File: src/rtl/cluster_dir_pkg.sv
package cluster_dir_pkg;
  typedef enum logic [1:0] {
    REQ_READ    = 2'd0,
    REQ_WRITE   = 2'd1,
    REQ_RELEASE = 2'd2
  } req_kind_e;

  typedef enum logic [1:0] {
    MSG_INV   = 2'd0,
    MSG_FETCH = 2'd1,
    MSG_DATA  = 2'd2
  } msg_kind_e;

  typedef enum logic [1:0] {
    ST_IDLE,
    ST_INV,
    ST_ACK,
    ST_FETCH
  } eng_state_e;
endpackage

File: src/rtl/cdir_pick_low.sv
// Lowest set bit of a vector.
module cdir_pick_low #(
  parameter  int W  = 8,
  localparam int IW = (W > 1) ? $clog2(W) : 1
) (
  input  logic [W-1:0]  vec_i,
  output logic          found_o,
  output logic [IW-1:0] idx_o
);
  always_comb begin
    found_o = |vec_i;
    idx_o   = '0;
    for (int i = W - 1; i >= 0; i--) begin
      if (vec_i[i]) idx_o = IW'(i);
    end
  end
endmodule

File: src/rtl/cdir_match.sv
// Fully associative tag compare over the directory entries.
module cdir_match #(
  parameter  int N  = 8,
  parameter  int AW = 16,
  localparam int IW = (N > 1) ? $clog2(N) : 1
) (
  input  logic [N-1:0]  valid_i,
  input  logic [AW-1:0] tag_i [N],
  input  logic [AW-1:0] key_i,
  output logic          hit_o,
  output logic [IW-1:0] idx_o
);
  logic [N-1:0] hit_vec;

  for (genvar g = 0; g < N; g++) begin : g_cmp
    assign hit_vec[g] = valid_i[g] && (tag_i[g] == key_i);
  end

  cdir_pick_low #(.W(N)) u_pick (
    .vec_i   (hit_vec),
    .found_o (hit_o),
    .idx_o   (idx_o)
  );
endmodule

File: src/rtl/cluster_dir.sv
module cluster_dir
  import cluster_dir_pkg::*;
#(
  parameter  int N_CLUSTERS = 8,
  parameter  int N_ENTRIES  = 8,
  parameter  int ADDR_W     = 16,
  localparam int CID_W      = (N_CLUSTERS > 1) ? $clog2(N_CLUSTERS) : 1
) (
  input  logic              clk_i,
  input  logic              rst_ni,
  input  logic              req_valid_i,
  input  logic [1:0]        req_kind_i,
  input  logic [ADDR_W-1:0] req_addr_i,
  input  logic [CID_W-1:0]  req_src_i,
  input  logic              inv_ack_valid_i,
  input  logic              wb_valid_i,
  output logic              msg_valid_o,
  output logic [1:0]        msg_kind_o,
  output logic [CID_W-1:0]  msg_dst_o,
  output logic [ADDR_W-1:0] msg_addr_o,
  output logic              nack_valid_o,
  output logic [CID_W-1:0]  nack_dst_o,
  output logic [ADDR_W-1:0] nack_addr_o
);
  localparam int IW = (N_ENTRIES > 1) ? $clog2(N_ENTRIES) : 1;
  localparam int CW = $clog2(N_CLUSTERS + 1);

  // directory storage
  logic [N_ENTRIES-1:0]  v_q;
  logic [N_ENTRIES-1:0]  excl_q;
  logic [ADDR_W-1:0]     addr_q [N_ENTRIES];
  logic [N_CLUSTERS-1:0] shr_q  [N_ENTRIES];

  // transaction engine
  eng_state_e            state_q;
  logic [IW-1:0]         cur_idx_q;
  logic [CID_W-1:0]      cur_src_q;
  logic [ADDR_W-1:0]     cur_addr_q;
  logic [1:0]            cur_kind_q;
  logic [CID_W-1:0]      owner_q;
  logic [N_CLUSTERS-1:0] pend_q;
  logic [CW-1:0]         sent_q;
  logic [CW-1:0]         acks_q;

  // output registers
  logic              msg_valid_q;
  logic [1:0]        msg_kind_q;
  logic [CID_W-1:0]  msg_dst_q;
  logic [ADDR_W-1:0] msg_addr_q;
  logic              nack_valid_q;
  logic [CID_W-1:0]  nack_dst_q;
  logic [ADDR_W-1:0] nack_addr_q;

  logic                  hit;
  logic [IW-1:0]         hit_idx;
  logic                  free_found;
  logic [IW-1:0]         free_idx;
  logic [N_CLUSTERS-1:0] hit_shr;
  logic                  hit_excl;
  logic                  own_found;
  logic [CID_W-1:0]      own_idx;
  logic                  inv_found;
  logic [CID_W-1:0]      inv_dst;
  logic [N_CLUSTERS-1:0] src_oh;
  logic [N_CLUSTERS-1:0] cur_src_oh;
  logic [N_CLUSTERS-1:0] owner_oh;
  logic [N_CLUSTERS-1:0] others;
  logic [N_CLUSTERS-1:0] pend_rest;
  logic [N_CLUSTERS-1:0] shr_left;
  logic [CW-1:0]         ack_sum;
  logic                  is_write;

  cdir_match #(.N(N_ENTRIES), .AW(ADDR_W)) u_match (
    .valid_i (v_q),
    .tag_i   (addr_q),
    .key_i   (req_addr_i),
    .hit_o   (hit),
    .idx_o   (hit_idx)
  );

  cdir_pick_low #(.W(N_ENTRIES)) u_free (
    .vec_i   (~v_q),
    .found_o (free_found),
    .idx_o   (free_idx)
  );

  cdir_pick_low #(.W(N_CLUSTERS)) u_owner (
    .vec_i   (hit_shr),
    .found_o (own_found),
    .idx_o   (own_idx)
  );

  cdir_pick_low #(.W(N_CLUSTERS)) u_inv (
    .vec_i   (pend_q),
    .found_o (inv_found),
    .idx_o   (inv_dst)
  );

  always_comb begin
    hit_shr    = shr_q[hit_idx];
    hit_excl   = excl_q[hit_idx];
    src_oh     = N_CLUSTERS'(1) << req_src_i;
    cur_src_oh = N_CLUSTERS'(1) << cur_src_q;
    owner_oh   = N_CLUSTERS'(1) << owner_q;
    others     = hit_shr & ~src_oh;
    shr_left   = hit_shr & ~src_oh;
    pend_rest  = pend_q & ~(N_CLUSTERS'(1) << inv_dst);
    ack_sum    = acks_q + CW'(inv_ack_valid_i);
    is_write   = (req_kind_i == REQ_WRITE);
  end

  always_ff @(posedge clk_i or negedge rst_ni) begin
    if (!rst_ni) begin
      state_q      <= ST_IDLE;
      v_q          <= '0;
      excl_q       <= '0;
      for (int i = 0; i < N_ENTRIES; i++) begin
        addr_q[i] <= '0;
        shr_q[i]  <= '0;
      end
      cur_idx_q    <= '0;
      cur_src_q    <= '0;
      cur_addr_q   <= '0;
      cur_kind_q   <= '0;
      owner_q      <= '0;
      pend_q       <= '0;
      sent_q       <= '0;
      acks_q       <= '0;
      msg_valid_q  <= 1'b0;
      msg_kind_q   <= '0;
      msg_dst_q    <= '0;
      msg_addr_q   <= '0;
      nack_valid_q <= 1'b0;
      nack_dst_q   <= '0;
      nack_addr_q  <= '0;
    end else begin
      msg_valid_q  <= 1'b0;
      nack_valid_q <= 1'b0;

      // engine busy: refuse everything
      if (req_valid_i && state_q != ST_IDLE) begin
        nack_valid_q <= 1'b1;
        nack_dst_q   <= req_src_i;
        nack_addr_q  <= req_addr_i;
      end

      unique case (state_q)
        ST_IDLE: begin
          if (req_valid_i) begin
            cur_src_q  <= req_src_i;
            cur_addr_q <= req_addr_i;
            cur_idx_q  <= hit_idx;
            cur_kind_q <= req_kind_i;
            case (req_kind_i)
              REQ_READ, REQ_WRITE: begin
                if (!hit) begin
                  if (free_found) begin
                    v_q[free_idx]    <= 1'b1;
                    excl_q[free_idx] <= is_write;
                    addr_q[free_idx] <= req_addr_i;
                    shr_q[free_idx]  <= src_oh;
                    msg_valid_q      <= 1'b1;
                    msg_kind_q       <= MSG_DATA;
                    msg_dst_q        <= req_src_i;
                    msg_addr_q       <= req_addr_i;
                  end else begin
                    nack_valid_q <= 1'b1;
                    nack_dst_q   <= req_src_i;
                    nack_addr_q  <= req_addr_i;
                  end
                end else if (hit_excl) begin
                  if (hit_shr[req_src_i]) begin
                    msg_valid_q <= 1'b1;
                    msg_kind_q  <= MSG_DATA;
                    msg_dst_q   <= req_src_i;
                    msg_addr_q  <= req_addr_i;
                  end else if (own_found) begin
                    // recall the dirty copy first
                    owner_q     <= own_idx;
                    msg_valid_q <= 1'b1;
                    msg_kind_q  <= MSG_FETCH;
                    msg_dst_q   <= own_idx;
                    msg_addr_q  <= req_addr_i;
                    state_q     <= ST_FETCH;
                  end
                end else if (!is_write) begin
                  shr_q[hit_idx] <= hit_shr | src_oh;
                  msg_valid_q    <= 1'b1;
                  msg_kind_q     <= MSG_DATA;
                  msg_dst_q      <= req_src_i;
                  msg_addr_q     <= req_addr_i;
                end else if (others == '0) begin
                  excl_q[hit_idx] <= 1'b1;
                  shr_q[hit_idx]  <= src_oh;
                  msg_valid_q     <= 1'b1;
                  msg_kind_q      <= MSG_DATA;
                  msg_dst_q       <= req_src_i;
                  msg_addr_q      <= req_addr_i;
                end else begin
                  pend_q  <= others;
                  sent_q  <= '0;
                  acks_q  <= '0;
                  state_q <= ST_INV;
                end
              end
              REQ_RELEASE: begin
                if (hit) begin
                  shr_q[hit_idx] <= shr_left;
                  if (shr_left == '0) begin
                    v_q[hit_idx]    <= 1'b0;
                    excl_q[hit_idx] <= 1'b0;
                  end
                end
              end
              default: ;
            endcase
          end
        end

        ST_INV: begin
          if (inv_found) begin
            msg_valid_q <= 1'b1;
            msg_kind_q  <= MSG_INV;
            msg_dst_q   <= inv_dst;
            msg_addr_q  <= cur_addr_q;
            sent_q      <= sent_q + CW'(1);
          end
          pend_q <= pend_rest;
          acks_q <= ack_sum;
          if (pend_rest == '0) state_q <= ST_ACK;
        end

        ST_ACK: begin
          if (ack_sum == sent_q) begin
            excl_q[cur_idx_q] <= 1'b1;
            shr_q[cur_idx_q]  <= cur_src_oh;
            msg_valid_q       <= 1'b1;
            msg_kind_q        <= MSG_DATA;
            msg_dst_q         <= cur_src_q;
            msg_addr_q        <= cur_addr_q;
            state_q           <= ST_IDLE;
          end else begin
            acks_q <= ack_sum;
          end
        end

        ST_FETCH: begin
          if (wb_valid_i) begin
            if (cur_kind_q == REQ_WRITE) begin
              excl_q[cur_idx_q] <= 1'b1;
              shr_q[cur_idx_q]  <= cur_src_oh;
            end else begin
              excl_q[cur_idx_q] <= 1'b0;
              shr_q[cur_idx_q]  <= cur_src_oh | owner_oh;
            end
            msg_valid_q <= 1'b1;
            msg_kind_q  <= MSG_DATA;
            msg_dst_q   <= cur_src_q;
            msg_addr_q  <= cur_addr_q;
            state_q     <= ST_IDLE;
          end
        end

        default: state_q <= ST_IDLE;
      endcase
    end
  end

  assign msg_valid_o  = msg_valid_q;
  assign msg_kind_o   = msg_kind_q;
  assign msg_dst_o    = msg_dst_q;
  assign msg_addr_o   = msg_addr_q;
  assign nack_valid_o = nack_valid_q;
  assign nack_dst_o   = nack_dst_q;
  assign nack_addr_o  = nack_addr_q;
endmodule

File: config.mk
export PLATFORM = sky130hd
export DESIGN_NAME = cluster_dir
export DESIGN_NICKNAME = d
export VERILOG_FILES = /design/src/rtl/cluster_dir_pkg.sv /design/src/rtl/cdir_pick_low.sv /design/src/rtl/cdir_match.sv /design/src/rtl/cluster_dir.sv
export SDC_FILE = /design/constraint.sdc
export NUM_CORES = 1
export LEC_CHECK = 0
export ABC_AREA = 1
export BUFFER_PORTS_ARGS = -buffer_cell sky130_fd_sc_hd__buf_4
export CAP_MARGIN = 20
export CORE_MARGIN = 3
export CORE_UTILIZATION = 37
export CTS_CLUSTER_SIZE = 30
export DETAILED_ROUTE_END_ITERATION = 12
export PLACE_DENSITY = 0.56
export SLEW_MARGIN = 20
export SYNTH_ARGS = -nofsm -noshare
export SYNTH_HDL_FRONTEND = slang
export SYNTH_SLANG_ARGS = --single-unit
File: constraint.sdc
create_clock -name clk_i -period 2.8 [get_ports clk_i]
set_clock_uncertainty 0.1 [all_clocks]
set_input_delay 0.14 -clock clk_i [delete_from_list [all_inputs] [get_ports clk_i]]
set_output_delay 0.14 -clock clk_i [all_outputs]
set_load 0.01 [all_outputs]
Word level (Yosys, flattened, before mapping)
Cells that the tools add are included.
{"block": "classes", "addsub": 2, "n_shift": 4, "reduce_logical": 40, "n_mux": 190, "magnitude_cmp": 13, "n_bitwise": 20, "eq_ne": 45}
{"operator": "$mux 64", "count": 10}
{"operator": "$bwmux 64", "count": 6}
{"operator": "$mux 16", "count": 19}
{"operator": "$mux 8", "count": 26}
{"operator": "$pmux 64 s3", "count": 1}
{"operator": "$mux 3", "count": 50}
{"operator": "$bwmux 128", "count": 1}
{"operator": "$eq 16x16->1", "count": 8}
{"operator": "$pmux 64 s2", "count": 1}
{"operator": "$demux 8 s3", "count": 3}
{"operator": "$pmux 16 s4", "count": 1}
{"operator": "$demux 16 s3", "count": 1}
{"operator": "$pmux 8 s2", "count": 3}
{"operator": "$mux 2", "count": 23}
{"operator": "$and 8x8->8", "count": 5}
{"operator": "$not 8->8", "count": 5}
{"operator": "$or 8x8->8", "count": 5}
{"operator": "$mux 4", "count": 8}
{"operator": "$reduce_or 8->1", "count": 4}
{"operator": "$shl 1x3->8 const A", "count": 4}
{"operator": "$ne 2x2->1 const B", "count": 14}
{"operator": "$bmux 8 s3", "count": 1}
{"operator": "$pmux 8 s3", "count": 1}
{"operator": "$reduce_and 8->1", "count": 3}
{"operator": "37 further kinds", "count": 111}
{"block": "totals", "word_cells": 348, "in_bits": 26, "reg_bits": 295, "out_inout_bits": 42}

Longest topological paths before layout
{"block": "depth", "ltp_word": 29, "mapped_depth": 33, "ltp_nobuf": 31}

Cells and area by module
From an unflattened synthesis, not the netlist that was laid out.
{"block": "hier_totals", "cells_unflattened": 2852, "area_unflattened_um2": 19132.1}
{"mod": "cluster_dir", "cells_per_inst": 2290, "instances": 1, "area_per_inst_um2": 16609.7, "seq_area_each_um2": 7382.1}
{"mod": "cdir_match", "cells_per_inst": 474, "instances": 1, "area_per_inst_um2": 2127.0, "seq_area_each_um2": 0.0}
{"mod": "cdir_pick_low", "cells_per_inst": 22, "instances": 4, "area_per_inst_um2": 98.8, "seq_area_each_um2": 0.0}

Worst setup path before layout
Ideal clock, no wire load.
{"block": "synth_timing", "kind": "register to register", "from": "register addr_q[99] in the netlist's numbering", "to": "register shr_q[45] in the netlist's numbering", "synth_period_minus_slack_ns": 3.120, "t_required_ns": 2.579, "setup_time_ns": 0.121, "path_buffers": 3, "path_stages_with_launch": 27, "arrival_ns": 2.899, "path_slack_ns": -0.320, "path_cell_list": "dfrtp_1 -> or2_2 -> nand3_1 -> nor2_1 -> nand3_2 -> nand2_2 -> inv_2 -> nand2_2 -> nor2_1 -> a21oi_4 -> buf_6 -> nand4_1 -> nand2_1 -> nor2_1 -> nand2_2 -> nand2_2 -> nand2_1 -> nor2_2 -> nand2_4 -> nand4_1 -> nand2_2 -> inv_4 -> buf_6 -> nand2_4 -> buf_6 -> nand2_1 -> o21ai_2"}
{"block": "synth_via", "elab_chain_cells": 17, "word_cells_on_any_way": 35, "cone_classes": "2 x order compare; 5 x eq/ne; 20 x mux; 3 x bitwise; 5 x reduce/logical"}
{"item": "start: declaration", "line": "cluster_dir.sv:31", "source": "logic [ADDR_W-1:0] addr_q [N_ENTRIES];"}
{"item": "start signal: indexed assignment", "line": "cluster_dir.sv:160", "source": "addr_q[free_idx] <= req_addr_i;"}
{"item": "$eq 16x16->1 (*)", "line": "cdir_match.sv:16", "source": "assign hit_vec[g] = valid_i[g] && (tag_i[g] == key_i);"}
{"item": "$logic_and 1x1->1 (*)", "line": "cdir_match.sv:16"}
{"item": "$mux 3 (2 in a row)", "line": "cdir_pick_low.sv:14", "source": "if (vec_i[i]) idx_o = IW'(i);"}
{"item": "$not 3->4 (not written as such)"}
{"item": "$ge 4x4->1 (not written as such) / $lt 4x1->1 (equally long branches)", "line": "cluster_dir.sv:187, cluster_dir.sv:194, cluster_dir.sv:208"}
{"item": "$logic_and 1x1->1 (not written as such)", "line": "cluster_dir.sv:187, cluster_dir.sv:194, cluster_dir.sv:208"}
{"item": "$mux 8 (not written as such)", "line": "cluster_dir.sv:187, cluster_dir.sv:194, cluster_dir.sv:208"}
{"item": "$demux 8 s3", "line": "cluster_dir.sv:187, cluster_dir.sv:194, cluster_dir.sv:208"}
{"item": "$bwmux 64", "line": "cluster_dir.sv:194", "source": "shr_q[hit_idx] <= src_oh;"}
{"item": "$mux 64", "line": "cluster_dir.sv:192", "source": "end else if (others == '0) begin"}
{"item": "$mux 64", "line": "cluster_dir.sv:186", "source": "end else if (!is_write) begin"}
{"item": "$mux 64", "line": "cluster_dir.sv:171", "source": "end else if (hit_excl) begin"}
{"item": "$mux 64", "line": "cluster_dir.sv:156", "source": "if (!hit) begin"}
{"item": "$pmux 64 s2", "line": "cluster_dir.sv:154", "source": "case (req_kind_i)"}
{"item": "$mux 64", "line": "cluster_dir.sv:149", "source": "if (req_valid_i) begin"}
{"item": "$pmux 64 s3", "line": "cluster_dir.sv:147", "source": "unique case (state_q)"}
{"item": "end signal: indexed assignment", "line": "cluster_dir.sv:161", "source": "shr_q[free_idx] <= src_oh;"}
{"item": "end signal: indexed assignment", "line": "cluster_dir.sv:187", "source": "shr_q[hit_idx] <= hit_shr | src_oh;"}
{"item": "end signal: indexed assignment", "line": "cluster_dir.sv:194"}
{"item": "end: declaration", "line": "cluster_dir.sv:32", "source": "logic [N_CLUSTERS-1:0] shr_q [N_ENTRIES];"}
Mark *: on every way between the ends. The rest lies on a longest branch, timed or not. The select of a mux whose other input is x is not followed.
A chain may end at the register's enable or synchronous reset.

Final worst setup path
{"block": "layout_timing", "from": "register addr_q[26] in the netlist's numbering", "to": "register shr_q[20] in the netlist's numbering"}
{"block": "layout_via", "elab_chain_cells": 22, "word_cells_on_any_way": 40, "cone_classes": "2 x order compare; 5 x eq/ne; 25 x mux; 3 x bitwise; 5 x reduce/logical"}
{"item": "$eq 16x16->1 (*)", "line": "cdir_match.sv:16"}
{"item": "$logic_and 1x1->1 (*)", "line": "cdir_match.sv:16"}
{"item": "$mux 3 (7 in a row)", "line": "cdir_pick_low.sv:14"}
{"item": "$not 3->4 (not written as such)"}
{"item": "$ge 4x4->1 (not written as such) / $lt 4x1->1 (equally long branches)", "line": "cluster_dir.sv:187, cluster_dir.sv:194, cluster_dir.sv:208"}
{"item": "$logic_and 1x1->1 (not written as such)", "line": "cluster_dir.sv:187, cluster_dir.sv:194, cluster_dir.sv:208"}
{"item": "$mux 8 (not written as such)", "line": "cluster_dir.sv:187, cluster_dir.sv:194, cluster_dir.sv:208"}
{"item": "$demux 8 s3", "line": "cluster_dir.sv:187, cluster_dir.sv:194, cluster_dir.sv:208"}
{"item": "$bwmux 64", "line": "cluster_dir.sv:194"}
{"item": "$mux 64", "line": "cluster_dir.sv:192"}
{"item": "$mux 64", "line": "cluster_dir.sv:186"}
{"item": "$mux 64", "line": "cluster_dir.sv:171"}
{"item": "$mux 64", "line": "cluster_dir.sv:156"}
{"item": "$pmux 64 s2", "line": "cluster_dir.sv:154"}
{"item": "$mux 64", "line": "cluster_dir.sv:149"}
{"item": "$pmux 64 s3", "line": "cluster_dir.sv:147"}
Marked as above.

==> results.yml <==
placed_design:
  dp_hpwl_um: 69900
  io_buffers: 67
  place_congestion: 1.05
  dp_cells: 4111
  pre_cts_ws_ns: -1.32
sta:
  slew_headroom: 0.512
  final.setup.worst_slack_ns: -0.954
  finalCritPeriodShare: 1.34
  hold_violations: 0
  setup_viol: 249
  fmax_mhz: 266
  rsz0062_at_grt: "yes"
  slew_violations: 0
  layout_min_cycle_time_ns: 3.75
  tightest_slew_ns: 0.733
run:
  max_cap_viol_count: 0
die:
  die_area_um2: 57100
  start_util: 0.378
  fp.dieH_um: 239
  ios: 68
  die_w_um: 239
  row_count: 84
  core_area_um2: 53200
pwr:
  clock_power_share: 0.210
  switching_share: 0.467
  p_sw_mw: 11.8
  ir_drop_uv: 664
  p_per_area_nw_per_um2: 893
  internal_power_mw: 13.5
  power_frac_seq: 0.246
  comb_power_share: 0.543
  power.total_mw: 25.2
  p_leak_nw: 13.2
worst_setup_path:
  path_max_fanout: 8
  critPathLaunchType: "flop"
  criticalPathCategory: "reg -> reg"
  cp.arrival_ns: 4.09
  cpMaxStageDelayCell: "dfrtp_1"
  cp-end-kind: "flop"
  critPathTopFamily: "simple AND/OR/NAND/NOR gates"
  crit_buf_inv: 5
  required_ns: 3.14
  critPathMaxStageDelay_ns: 0.41
global_route:
  grt_max_degree: 72
  antenna_found_initial: 1
  grt_overflow_total: 0
  grt_pass1_vias: 22300
  grt_usage: 0.323
  grt_pass1_wl_um: 139000
cells_and_area:
  fin_util: 0.531
  antenna_cells: 0
  drive_gt1_frac: 0.267
  seq_area_um2: 7390
  syn2layout_area_growth_pct: 40.5
  fin_nets: 3569
  multiInputGateArea_um2: 12100
  fillers: 5225
  instances_no_fill: 4251
run_status:
  violations: "setup timing"
  outcome: "finished with violations"
logic_synthesis:
  yosys_warnings: 0
  ys_seq_elements: 295
  avgSynthCellArea_um2: 6.63
  syn_area_um2: 20100
  synth_seq_area_share: 0.367
  netlist_instances: 3032
  yosysUniqueCellTypes: 53
  syn_nets: 3065
clock_tree:
  cts_sinks: 295
  clk-insertion-delay-late_ns: 0.57
  cts_buffers: 38
  cts_tree: "built"
  h-tree-depth: 2
  clk_root_buffer_cell: "clkbuf_16"
  cts_buffer_depth: 3
  path_clk_slew_ns: 0.06
drt:
  dr.pass1.iters: 6
  routed_wl_um: 95200
  vias_per_cell: 5.59
  final_antenna_net_count: 0
  drc: 0
  wl_per_cell_um: 22.4
  vias: 23800
  drt_iter0_drc: 2742
hold_path:
  hold_path_class: "in -> reg"
-- cells in the final DEF (no fill, tap or decap), drive strengths merged, types with 2 or more instances in the layout --
master       count
nand3          129
buf            558
o211ai           5
xnor2           33
a41oi            9
o31ai            6
clkinv          10
a31oi           13
nor3b            5
dlygate4sd3     31
nand2          894
a22oi           19
o22a             5
bufinv           5
inv            336
nor2           320
dfrtp          295
nor4             6
a2111oi          4
o221ai          11
or2              6
nand3b          17
o22ai           47
a21boi           4
o2111ai          6
o21ai          408
ha               7
clkinvlp         3
nor3            43
o21a             8
clkbuf          60
a21oi          173
xor2             8
and2             2
a22o             3
nand4           70
-- through the flow --
stage,instance area [um^2],setup TNS [ns],hold slack (ns)
6_report,28200,-113.53,0.0329
5_1_grt,28200,-151.09,0.0273
3_3_place_gp,24800,-216.21,0.0779
3_5_place_dp,24800,-222.28,0.0815
4_1_cts,27300,-97.53,0.00209
2_1_floorplan,20300,-16.38,-0.256
-- cell usage after synthesis, drive strengths merged --
master / n / share of area
nand2: 890 / 0.17
o21ai: 407 / 0.10
inv: 334 / 0.063
nor2: 320 / 0.060
dfrtp: 295 / 0.37
a21oi: 173 / 0.044
nand3: 129 / 0.034
clkbuf: 85 / 0.016
nand4: 70 / 0.022
buf: 53 / 0.018
o22ai: 47 / 0.015
nor3: 43 / 0.011
xnor2: 33 / 0.014
a22oi: 19 / 0.0071
nand3b: 17 / 0.0064
a31oi: 13 / 0.0048
o221ai: 11 / 0.0048
a41oi: 9 / 0.0039
o21a: 8 / 0.0030
xor2: 8 / 0.0035
ha: 7 / 0.0044
clkinv: 6 / 0.0011
nor4: 6 / 0.0022
o2111ai: 6 / 0.0026
o31ai: 6 / 0.0025
or2: 6 / 0.0019
nor3b: 5 / 0.0019
o211ai: 5 / 0.0019
o22a: 5 / 0.0022
a2111oi: 4 / 0.0017
a21boi: 4 / 0.0015
a22o: 3 / 0.0013
and2: 2 / 0.00062
and3: 1 / 0.00031
and3b: 1 / 0.00044
o311ai: 1 / 0.00044
-- cell families (layout without fill, tap and decap cells) --
| group | after synthesis | in the layout | share of synthesized area |
|---|---|---|---|
| xor+xnor | 41 | 41 | 0.0179 |
| buf+inv | 478 | 1004 | 0.0980 |
| fa+ha+maj | 7 | 7 | 0.00436 |
| compound gates | 721 | 722 | 0.201 |
| flops | 295 | 295 | 0.367 |
| simple gates | 1490 | 1494 | 0.311 |
-- worst reg2reg max path, cell delays in order, from the launching register on --
cell and delay [ns]:
dfrtp_1 0.41, xor2_2 0.16, nor2_1 0.14, nand2_1 0.08, nor2_1 0.12, nand3_2 0.18, buf_6 0.19, nand2_8 0.06
nor2_4 0.05, inv_2 0.07, nand2_4 0.06, a21oi_4 0.23, buf_12 0.17, buf_6 0.10, nand3_4 0.08, o21ai_4 0.15
nor2_4 0.07, nand3_2 0.09, nand2_2 0.07, nor2_4 0.11, nand2_4 0.09, nand4_1 0.16, nand2_4 0.17, inv_12 0.21
nand2_8 0.13, nand2_1 0.09, o21ai_0 0.07
-- worst paths after layout --
check	start	to	slack, ns	depth (start not counted)
max	addr_q[26]$_DFFE_PN0P_	shr_q[20]$_DFFE_PN0P_	-0.95	26
min	req_addr_i[13]	addr_q[125]$_DFFE_PN0P_	0.03	4
max reg2reg	addr_q[26]$_DFFE_PN0P_	shr_q[20]$_DFFE_PN0P_	-0.95	26
min reg2reg	cur_kind_q[0]$_DFFE_PN0P_	cur_kind_q[0]$_DFFE_PN0P_	0.39	2
max in group asynchronous	rst_ni	shr_q[24]$_DFFE_PN0P_	1.63	3
min in group asynchronous	rst_ni	addr_q[28]$_DFFE_PN0P_	0.06	2
-- final cells by class --
class / instances / area share
repair buffers: 595 / 0.186
inverters: 340 / 0.0465
multi-input cells: 2264 / 0.427
repair inverters: 2 / 0.000842
clock inverters: 12 / 0.00753
flip-flops and latches: 295 / 0.262
clock buffers: 55 / 0.0395
well taps: 688 / 0.0305
-- registers in the layout (all words and copies together) (netlist names), 2 cells and up --
name         flops
acks_q           4
addr_q         128
cur_addr_q      16
cur_idx_q        3
cur_kind_q       2
cur_src_q        3
excl_q           8
msg_addr_o      16
msg_dst_o        3
msg_kind_o       2
nack_addr_o     16
nack_dst_o       3
owner_q          3
pend_q           8
sent_q           4
shr_q           64
state_q          2
v_q              8
-- power groups by stage --
stage,Combinational [mW],Clock [mW],Sequential (mW)
2_1_floorplan,6.42,0,5.98
3_3_place_gp,10.9,0,6.14
3_5_place_dp,11.0,0,6.13
4_1_cts,12.1,5.39,6.10
5_1_grt,14.6,5.56,6.29
6_report,13.7,5.31,6.21
-- timing repair --
action	in CTS	in global routing
resized for setup	163	217
hold buffers	31	0
gates cloned	7	9
setup endpoints to repair	271	271
endpoints found under the hold margin	156	0
pin swaps	40	68
setup buffers	17	13
-- per-layer routing --
metal | vias up | track usage | wire (um)
met5 | - | 0 | 0
met4 | 0 | 0.0786 | 2440
met3 | 182 | 0.0655 | 10300
met2 | 1211 | 0.466 | 39100
met1 | 11400 | 0.490 | 43400
li1 | 11000 | - | -
Note: power is estimated with default switching activity, not from simulation.
